### src/rtl/ddr2_cmd_pkg.sv
package ddr2_cmd_pkg;

  typedef enum logic [2:0] {
    CMD_DESEL, CMD_NOP, CMD_ACT, CMD_RD, CMD_WR, CMD_PRE, CMD_REF, CMD_LMR
  } cmd_e;

  localparam int AP_BIT = 10;   // auto-precharge / all-bank select
  localparam int BL_LSB = 0;    // register 0
  localparam int CL_LSB = 4;    // register 0
  localparam int AL_LSB = 3;    // register 1
  localparam int FLD_W  = 3;

  localparam logic [1:0] PD_NONE = 2'd0;
  localparam logic [1:0] PD_PRE  = 2'd1;
  localparam logic [1:0] PD_ACT  = 2'd2;
  localparam logic [1:0] PD_SELF = 2'd3;

  function automatic cmd_e decode_cmd(input logic cs_n, input logic ras_n,
                                      input logic cas_n, input logic we_n);
    if (cs_n) return CMD_DESEL;
    case ({ras_n, cas_n, we_n})
      3'b011:  return CMD_ACT;
      3'b101:  return CMD_RD;
      3'b100:  return CMD_WR;
      3'b010:  return CMD_PRE;
      3'b001:  return CMD_REF;
      3'b000:  return CMD_LMR;
      default: return CMD_NOP;
    endcase
  endfunction

  function automatic logic cl_legal(input logic [FLD_W-1:0] cl);
    return (cl >= 3'd3) && (cl <= 3'd5);
  endfunction

  function automatic logic bl_legal(input logic [FLD_W-1:0] bl);
    return (bl == 3'd2) || (bl == 3'd3);
  endfunction

  function automatic logic al_legal(input logic [FLD_W-1:0] al);
    return al <= 3'd4;
  endfunction

  function automatic logic [3:0] beats_of(input logic [FLD_W-1:0] bl);
    return (bl == 3'd3) ? 4'd8 : 4'd4;
  endfunction

  function automatic logic [3:0] read_lat(input logic [FLD_W-1:0] cl,
                                          input logic [FLD_W-1:0] al);
    return {1'b0, cl} + {1'b0, al};
  endfunction

  function automatic logic [3:0] write_lat(input logic [3:0] rl);
    return rl - 4'd1;
  endfunction

  function automatic logic [4:0] close_delay(input logic [3:0] lat,
                                             input logic [3:0] beats);
    return {1'b0, lat} + {2'b00, beats[3:1]};
  endfunction

endpackage

### src/rtl/ddr2_mode_regs.sv
module ddr2_mode_regs
  import ddr2_cmd_pkg::*;
#(
  parameter int NUM_MR = 4,
  parameter int MR_W   = 14,
  localparam int SEL_W = $clog2(NUM_MR)
) (
  input  logic                   clk,
  input  logic                   rst_n,
  input  logic                   ld_go,
  input  logic [SEL_W-1:0]       ld_sel,
  input  logic [MR_W-1:0]        ld_data,
  output logic                   ld_bad,
  output logic [NUM_MR*MR_W-1:0] mode_flat,
  output logic [2:0]             cas_lat,
  output logic [2:0]             add_lat,
  output logic [3:0]             rd_lat,
  output logic [3:0]             wr_lat,
  output logic [3:0]             burst_len
);

  localparam logic [MR_W-1:0] MR0_RST = MR_W'(7'h32);

  logic [MR_W-1:0] mr_q [NUM_MR];

  always_comb begin
    ld_bad = 1'b0;
    if (ld_sel == SEL_W'(0))
      ld_bad = !(cl_legal(ld_data[CL_LSB +: FLD_W]) && bl_legal(ld_data[BL_LSB +: FLD_W]));
    else if (ld_sel == SEL_W'(1))
      ld_bad = !al_legal(ld_data[AL_LSB +: FLD_W]);
  end

  for (genvar i = 0; i < NUM_MR; i++) begin : g_mr
    always_ff @(posedge clk) begin
      if (!rst_n)
        mr_q[i] <= (i == 0) ? MR0_RST : '0;
      else if (ld_go && !ld_bad && (ld_sel == SEL_W'(i)))
        mr_q[i] <= ld_data;
    end
    assign mode_flat[i*MR_W +: MR_W] = mr_q[i];
  end

  assign cas_lat   = mr_q[0][CL_LSB +: FLD_W];
  assign add_lat   = mr_q[1][AL_LSB +: FLD_W];
  assign rd_lat    = read_lat(cas_lat, add_lat);
  assign wr_lat    = write_lat(rd_lat);
  assign burst_len = beats_of(mr_q[0][BL_LSB +: FLD_W]);

endmodule

### src/rtl/ddr2_bank_table.sv
module ddr2_bank_table #(
  parameter int NUM_BANKS = 8,
  parameter int ROW_W     = 14,
  parameter int CNT_W     = 5,
  localparam int BA_W     = $clog2(NUM_BANKS)
) (
  input  logic                       clk,
  input  logic                       rst_n,
  input  logic                       act_go,
  input  logic                       pre_go,
  input  logic                       pre_all,
  input  logic                       ap_go,
  input  logic [BA_W-1:0]            bank_sel,
  input  logic [ROW_W-1:0]           row_in,
  input  logic [CNT_W-1:0]           ap_delay,
  output logic [NUM_BANKS-1:0]       bank_open,
  output logic [NUM_BANKS*ROW_W-1:0] row_flat,
  output logic [NUM_BANKS-1:0]       expire
);

  for (genvar b = 0; b < NUM_BANKS; b++) begin : g_bank
    logic             hit;
    logic             open_q;
    logic [ROW_W-1:0] row_q;
    logic [CNT_W-1:0] cnt_q;

    assign hit = (bank_sel == BA_W'(b));

    always_ff @(posedge clk) begin
      if (!rst_n) begin
        open_q <= 1'b0;
        row_q  <= '0;
        cnt_q  <= '0;
      end else if (pre_go && (pre_all || hit)) begin
        open_q <= 1'b0;
        cnt_q  <= '0;
      end else if (act_go && hit) begin
        open_q <= 1'b1;
        row_q  <= row_in;
      end else if (ap_go && hit) begin
        cnt_q  <= ap_delay;
      end else if (cnt_q == CNT_W'(1)) begin
        open_q <= 1'b0;
        cnt_q  <= '0;
      end else if (cnt_q != '0) begin
        cnt_q  <= cnt_q - CNT_W'(1);
      end
    end

    assign bank_open[b]               = open_q;
    assign row_flat[b*ROW_W +: ROW_W] = row_q;
    assign expire[b]                  = (cnt_q == CNT_W'(1));
  end

endmodule

### src/rtl/ddr2_cmd_tracker.sv
module ddr2_cmd_tracker
  import ddr2_cmd_pkg::*;
#(
  parameter int NUM_BANKS = 8,
  parameter int ROW_W     = 14,
  parameter int NUM_MR    = 4,
  localparam int BA_W     = $clog2(NUM_BANKS),
  localparam int SEL_W    = $clog2(NUM_MR)
) (
  input  logic                       clk,
  input  logic                       rst_n,
  input  logic                       cke,
  input  logic                       cs_n,
  input  logic                       ras_n,
  input  logic                       cas_n,
  input  logic                       we_n,
  input  logic [BA_W-1:0]            ba,
  input  logic [ROW_W-1:0]           addr,
  output logic [NUM_BANKS-1:0]       bank_open,
  output logic [NUM_BANKS*ROW_W-1:0] open_rows,
  output logic                       cmd_err,
  output logic [2:0]                 cas_lat,
  output logic [2:0]                 add_lat,
  output logic [3:0]                 rd_lat,
  output logic [3:0]                 wr_lat,
  output logic [3:0]                 burst_len,
  output logic [NUM_MR*ROW_W-1:0]    mode_regs,
  output logic [1:0]                 pd_mode
);

  localparam int CNT_W = 5;

  cmd_e             cmd_w;
  logic             tgt_open;
  logic             any_open;
  logic             act_go, act_bad;
  logic             rw_cmd, rw_bad, ap_go;
  logic             pre_go, ref_bad;
  logic             ld_go, ld_bad, lmr_bad;
  logic             illegal_w;
  logic [CNT_W-1:0] ap_delay;
  logic [NUM_BANKS-1:0] bank_expire;

  assign cmd_w    = decode_cmd(cs_n, ras_n, cas_n, we_n);
  assign tgt_open = bank_open[ba];
  assign any_open = |bank_open;

  assign act_go   = cke && (cmd_w == CMD_ACT) && !tgt_open;
  assign act_bad  = cke && (cmd_w == CMD_ACT) && tgt_open;
  assign rw_cmd   = cke && ((cmd_w == CMD_RD) || (cmd_w == CMD_WR));
  assign rw_bad   = rw_cmd && !tgt_open;
  assign ap_go    = rw_cmd && tgt_open && addr[AP_BIT];
  assign pre_go   = cke && (cmd_w == CMD_PRE);
  assign ref_bad  = cke && (cmd_w == CMD_REF) && any_open;
  assign ld_go    = cke && (cmd_w == CMD_LMR);
  assign lmr_bad  = ld_go && ld_bad;
  assign illegal_w = act_bad || rw_bad || ref_bad || lmr_bad;

  assign ap_delay = CNT_W'(close_delay((cmd_w == CMD_WR) ? wr_lat : rd_lat, burst_len));

  ddr2_mode_regs #(.NUM_MR(NUM_MR), .MR_W(ROW_W)) mode_i (
    .clk       (clk),
    .rst_n     (rst_n),
    .ld_go     (ld_go),
    .ld_sel    (ba[SEL_W-1:0]),
    .ld_data   (addr),
    .ld_bad    (ld_bad),
    .mode_flat (mode_regs),
    .cas_lat   (cas_lat),
    .add_lat   (add_lat),
    .rd_lat    (rd_lat),
    .wr_lat    (wr_lat),
    .burst_len (burst_len)
  );

  ddr2_bank_table #(.NUM_BANKS(NUM_BANKS), .ROW_W(ROW_W), .CNT_W(CNT_W)) bank_i (
    .clk       (clk),
    .rst_n     (rst_n),
    .act_go    (act_go),
    .pre_go    (pre_go),
    .pre_all   (addr[AP_BIT]),
    .ap_go     (ap_go),
    .bank_sel  (ba),
    .row_in    (addr),
    .ap_delay  (ap_delay),
    .bank_open (bank_open),
    .row_flat  (open_rows),
    .expire    (bank_expire)
  );

  always_ff @(posedge clk) begin
    if (!rst_n) begin
      cmd_err <= 1'b0;
      pd_mode <= PD_NONE;
    end else begin
      cmd_err <= illegal_w;
      if (cke)
        pd_mode <= PD_NONE;
      else if (pd_mode == PD_NONE) begin
        if (any_open)               pd_mode <= PD_ACT;
        else if (cmd_w == CMD_REF)  pd_mode <= PD_SELF;
        else                        pd_mode <= PD_PRE;
      end
    end
  end

endmodule

### config.mk
export PLATFORM = sky130hd
export DESIGN_NAME = ddr2_cmd_tracker
export DESIGN_NICKNAME = d
export VERILOG_FILES = /design/src/rtl/ddr2_cmd_pkg.sv /design/src/rtl/ddr2_mode_regs.sv /design/src/rtl/ddr2_bank_table.sv /design/src/rtl/ddr2_cmd_tracker.sv
export SDC_FILE = /design/constraint.sdc
export NUM_CORES = 1
export LEC_CHECK = 0
export BUFFER_PORTS_ARGS = -buffer_cell sky130_fd_sc_hd__buf_2
export CAP_MARGIN = 10
export CELL_PAD_IN_SITES_DETAIL_PLACEMENT = 1
export CELL_PAD_IN_SITES_GLOBAL_PLACEMENT = 2
export CORE_AREA = 8 8 199 163
export DETAILED_ROUTE_END_ITERATION = 10
export DIE_AREA = 0 0 207 171
export HOLD_SLACK_MARGIN = 0.08
export PLACE_DENSITY_LB_ADDON = 0.12
export RECOVER_POWER = 50
export SETUP_SLACK_MARGIN = 0.3
export SLEW_MARGIN = 20
export SYNTH_ARGS = -nofsm -noshare
export SYNTH_HDL_FRONTEND = slang
export SYNTH_SLANG_ARGS = --single-unit
export TNS_END_PERCENT = 10
### constraint.sdc
create_clock -name clk -period 6.17 [get_ports clk]
set_input_delay 1.234 -clock clk [delete_from_list [all_inputs] [get_ports clk]]
set_output_delay 1.234 -clock clk [all_outputs]
set_load 0.005 [all_outputs]
Word level (Yosys, flattened, before mapping)
Memory sizes are Yosys's and may differ from the RTL's.
Index checks and enable logic that the tools add are counted.
{"block": "op_classes", "n_addsub": 11, "n_lt_le_gt_ge": 4, "eq_ne": 40, "mux": 77, "bitwise": 21, "n_reduce_logical": 122}
{"cell": "5-bit two-way mux", "n": 24}
{"cell": "14-bit two-way mux", "n": 4}
{"cell": "2-bit AND reduction", "n": 24}
{"cell": "1-bit logical AND", "n": 43}
{"cell": "1-bit two-way mux", "n": 41}
{"cell": "5-bit by 1-bit == test with 1-bit output, second input constant", "n": 8}
{"cell": "5-bit nonzero test", "n": 8}
{"cell": "5-bit by 1-bit subtractor with 5-bit output, second input constant", "n": 8}
{"cell": "3-bit == test, second input constant", "n": 10}
{"cell": "3-bit by 2-bit == test with 1-bit output, second input constant", "n": 9}
{"cell": "3-bit nonzero test", "n": 8}
{"cell": "3-bit one-hot mux with 6 select lines", "n": 1}
{"cell": "2-bit OR reduction", "n": 9}
{"cell": "1-bit NOT", "n": 17}
{"cell": "2-bit by 1-bit inequality test with 1-bit output, second input constant", "n": 8}
{"cell": "2-bit nonzero test", "n": 8}
{"cell": "1-bit logical OR", "n": 13}
{"cell": "4-bit two-way mux", "n": 2}
{"cell": "8-bit OR reduction", "n": 1}
{"cell": "3-bit by 1-bit == test with 1-bit output, second input constant", "n": 2}
{"cell": "3-bit less-or-equal comparator, second input constant", "n": 2}
{"cell": "3-bit zero test", "n": 2}
{"cell": "3-bit two-way mux", "n": 2}
{"cell": "4-bit by 3-bit adder with 5-bit output", "n": 1}
{"cell": "11 further kinds", "n": 20}
{"block": "word_totals", "regBits": 163, "mem_bits_rw": 56, "input_bits": 24, "output_inout_bits": 197, "word_cells": 302, "n_memories": 1}
{"memory": "mode_i.mr_q", "words": 4, "word_bits": 14, "rd": 4, "rd_ports_with_merged_regs": 0, "wr": 4, "line": "ddr2_mode_regs.sv:24", "source": "logic [MR_W-1:0] mr_q [NUM_MR];"}

Longest topological paths before layout
{"block": "depth", "ltp_word": 12, "depth_mapped": 13, "mapped_depth_nobuf": 12}

Cells and area by module
Synthesis repeated with hierarchy kept, for this count alone.
{"block": "hier_totals", "cells_unflattened": 1183, "hier_area_um2": 10862.9}
{"mod": "ddr2_bank_table", "n_inst": 1, "cells_each": 970, "area_per_inst_um2": 8018.9, "seq_area_each_um2": 3203.1}
{"mod": "ddr2_mode_regs", "n_inst": 1, "cells_each": 168, "area_per_inst_um2": 2414.8, "seq_area_each_um2": 1681.6}
{"mod": "ddr2_cmd_tracker", "n_inst": 1, "cells_each": 45, "area_per_inst_um2": 429.2, "seq_area_each_um2": 60.1}

Worst setup path before layout
No wires, ideal clock.
{"block": "synth_timing", "kind": "input-to-reg", "from": "in ba[0]", "to": "mem mode_i.mr_q[0][0] (enable)", "setup_ns": 0.404, "arrival_time_ns": 3.021, "required_ns": 5.766, "setup_slack_ns": 2.744, "cell_stages": 6, "n_path_buf": 3, "path_cell_list": "buf_2 buf_2 buf_1 nor2_1 nand3_1 o21ai_0"}
{"item": "start, declared", "line": "ddr2_cmd_tracker.sv:17", "source": "input logic [BA_W-1:0] ba,"}
{"item": "end, declared", "line": "ddr2_mode_regs.sv:24"}

==> results.cfg <==
[run_status]
status = finished, violations left
violations = capacitance limit, slew limit

[final_layout]
area_delta_synth_final_pct = 18.8
fillCellCount = 3500
regArea_um2 = 4940
layout.nets = 1316
multi_input_area_um2 = 4620
design_area_um2 = 12000
drive_gt1_share_pct = 8.94

[timing]
final_max_slew_viol_count = 59
relSlewSlack_pct = -75.1
fmax_ghz = 0.236
worst_slack_ns = 1.93
rsz0062_at_grt = false
fin_hold_ws_ns = 0.453
final_hold_viol_count = 0
setup_tns_ns = 0
fin_skew_ns = 0.00770
post-route-period-util_pct = 68.7
fin_crit_ns = 4.24
worstMarginPinSlew_ns = 2.63
setup_viol_count_final = 0

[global_route]
grt_pass1_wl_mm = 55.7
antenna_found_initial = 0
grt_overflow_total = 0
grt_start_max_net_pins = 89
grt_usage_pct = 19.9
grt_pass1_vias = 8932

[worst_setup_path]
cp_max_fo = 58
rr_worst_depth = 12
r2r-start = mode_i.mr_q[0][4]$_SDFFCE_PN1P_
worstReg2RegEnd = bank_i.g_bank[1].cnt_q[3]$_SDFFE_PP0P_
crit_required_ns = 6.55
rrSetupSlack_ns = 2.50
arrival_ns = 4.62
crit_type = input port to flop
startpoint_type = input port
end_kind = flop

[routing]
drt_iter0_drc = 458
drcViolationCount = 0
wl_met2_mm = 16.4
wl_met3_mm = 2.14
vias_per_cell = 5.18
wl_met1_mm = 17.2
avgRoutedWirePerCell_um = 21.8
dr.pass1.iters = 5
routed_wl_mm = 36.3
ant_nets = 0
num_vias = 8623
dr.max_layer_used = met4

[power]
power_frac_comb_pct = 24.4
ir_drop_v = 0.000172
intPower_w = 0.00297
switching_share_pct = 30.6
p_leak_nw = 4.61
seqPwrFrac_pct = 39.4
power_switching_w = 0.00131
power_density_nw_per_um2 = 358
power_frac_clock_pct = 36.2

[synth]
yosysUniqueCellTypes = 71
netlist_area_um2 = 10100
synth_top_area_cell = dfxtp_1
ys_warn_count = 0
synthTopCellsByArea = dfxtp_1 32%, edfxtp_1 17%, nand2_1 7.3%
synth.top_cell.area_share_pct = 32.4
synth_top_flop_cell = dfxtp_1
synth_edf_count = 56
ys_seq_area_share_pct = 49.1
synthCells = 1095
synth_seq_cells = 219
syn_avg_cell_area_um2 = 9.20
async_reset_ff_share_pct = 0

[hold_path]
min_to = bank_i.g_bank[4].row_q[1]$_SDFFE_PN0P_
whs_path_depth = 2
hp-class = flop to flop
hold_start = bank_i.g_bank[4].row_q[1]$_SDFFE_PN0P_

[floorplanning]
coreArea_um2 = 29000
dieWidth_um = 207
dieArea_um2 = 35400
rows = 56
ioPinCount = 221
die_y_um = 171
initial_core_util_pct = 34.7

[clocking]
ctsResizeCount = 0
cts_setup_buffers = 0
clock_latency_ns = 0.52
htreeDepth = 1
clockRootBuffer = clkbuf_16
cts_sinks = 219
numCtsBuffers = 25
hold_buffers = 0
clkTransAtPathRegs_ns = 0.06
ctsLongestPathBuffers = 3
cts_tree = yes

[place]
io_buffers = 218
place_area_um2 = 11300
preCtsSetupSlack_ns = 2.31
hpwl_mm = 25.8
gp_congestion = 0.817

[flow_run]
cap_violations = 1
-- registers in the layout, indices dropped and copies added, names as in the netlist --
signal / cells
bank_i.g_bank.cnt_q: 40
bank_i.g_bank.open_q: 8
bank_i.g_bank.row_q: 112
cmd_err: 1
mode_i.mr_q: 56
pd_mode: 2
-- cells in the mapped netlist (21+ instances only) --
| library cell | n |
|---|---|
| edfxtp_1 | 56 |
| nand2_1 | 196 |
| and2_1 | 53 |
| dfxtp_1 | 163 |
| nor3_1 | 38 |
| nor2_1 | 64 |
| nand3_1 | 22 |
| a21oi_1 | 107 |
| buf_2 | 23 |
| clkbuf_1 | 44 |
| mux2i_1 | 59 |
| inv_1 | 30 |
| ha_1 | 22 |
| o21ai_0 | 21 |
-- power by group through the flow --
stage / combinational, W / sequential [W] / clock, W
finish: 0.00105 / 0.00169 / 0.00155
global route: 0.00118 / 0.00171 / 0.00165
CTS: 0.00106 / 0.00169 / 0.00159
detailed placement: 0.00105 / 0.00172 / 0
global placement: 0.00104 / 0.00172 / 0
floorplan: 0.000779 / 0.00169 / 0
-- logic make-up after synthesis --
family                     after synthesis  synth area share (%)
and+or+nand+nor                        449                  22.3
xor gates and xnor gates                22                  2.05
DFF                                    219                  49.1
muxes                                   61                  6.09
buffers and inverters                  118                  5.32
other                                    2                0.0745
AOI/OAI and AO/OA                      200                  12.0
adders and majority gates               24                  3.13
-- metal layers --
| layer | GRT usage [%] | vias to the layer above |
|---|---|---|
| li1 | - | 4129 |
| met1 | 26.8 | 4248 |
| met2 | 32.8 | 211 |
| met3 | 4.46 | 35 |
| met4 | 3.69 | 0 |
| met5 | 0 | - |
-- stage by stage --
stage / utilization [%] / cells / power, W
after detailed placement: 39.1 / 1618 / 0.00277
after global routing: 41.2 / 1663 / 0.00453
after global placement: 39.1 / 1618 / 0.00275
after floorplan: - / 1097 / 0.00247
final: 41.3 / 1664 / 0.00429
after CTS: 42.0 / 1663 / 0.00433
-- how the worst max path moves through the flow --
stage | from | end | slack [ns] | depth (start not counted)
2_1_floorplan | ba[0] | mode_i.mr_q[0][0]$_SDFFCE_PN0P_ | 2.74 | 6
3_3_place_gp | cs_n | bank_i.g_bank[1].cnt_q[3]$_SDFFE_PP0P_ | 2.32 | 8
3_5_place_dp | cs_n | bank_i.g_bank[1].cnt_q[3]$_SDFFE_PP0P_ | 2.31 | 8
4_1_cts | mode_i.mr_q[0][4]$_SDFFCE_PN1P_ | wr_lat[3] | 2.36 | 6
5_1_grt | rst_n | mode_i.mr_q[1][13]$_SDFFCE_PN0P_ | 1.53 | 5
6_report | rst_n | mode_i.mr_q[1][13]$_SDFFCE_PN0P_ | 1.93 | 5
-- cell usage in the layout, fill, tap and decap left out, types with 4 or more instances in the layout --
| cell type | count |
|---|---|
| nor3b_1 | 4 |
| dfxtp_1 | 163 |
| nor4b_1 | 10 |
| clkbuf_1 | 174 |
| nor4_1 | 5 |
| edfxtp_1 | 56 |
| o211ai_1 | 4 |
| and2_1 | 53 |
| a21o_1 | 6 |
| xor2_1 | 4 |
| clkbuf_16 | 25 |
| a311oi_1 | 5 |
| nand2_1 | 196 |
| or3_1 | 4 |
| mux2i_1 | 59 |
| and4_1 | 7 |
| buf_4 | 8 |
| nor2_1 | 64 |
| nor3_1 | 37 |
| bufinv_16 | 4 |
| conb_1 | 4 |
| or4_1 | 4 |
| buf_2 | 49 |
| a221oi_1 | 7 |
| inv_1 | 31 |
| and3_1 | 7 |
| o21ai_1 | 15 |
| nand4_1 | 5 |
| o21ai_0 | 21 |
| xnor2_1 | 17 |
| nand2b_1 | 5 |
| ha_1 | 22 |
| a21oi_1 | 107 |
| nand3_1 | 22 |
| a211oi_1 | 13 |
-- cell type report --
cell class / instances / area share [%]
multi-input cells: 760 / 38.6
inverters: 32 / 1.00
well taps: 377 / 3.94
flip-flops and latches: 219 / 41.3
clock buffers: 32 / 5.70
clock inverters: 13 / 1.42
repair buffers: 230 / 7.98
diodes: 1 / 0.0209
-- critical path, stage by stage --
cell and delay [ns]:
buf_2 0.08, clkbuf_1 1.84, nand2_1 0.42, nor2_1 0.79, and2_1 0.24
No activity file was read; power rests on OpenSTA's default activity.
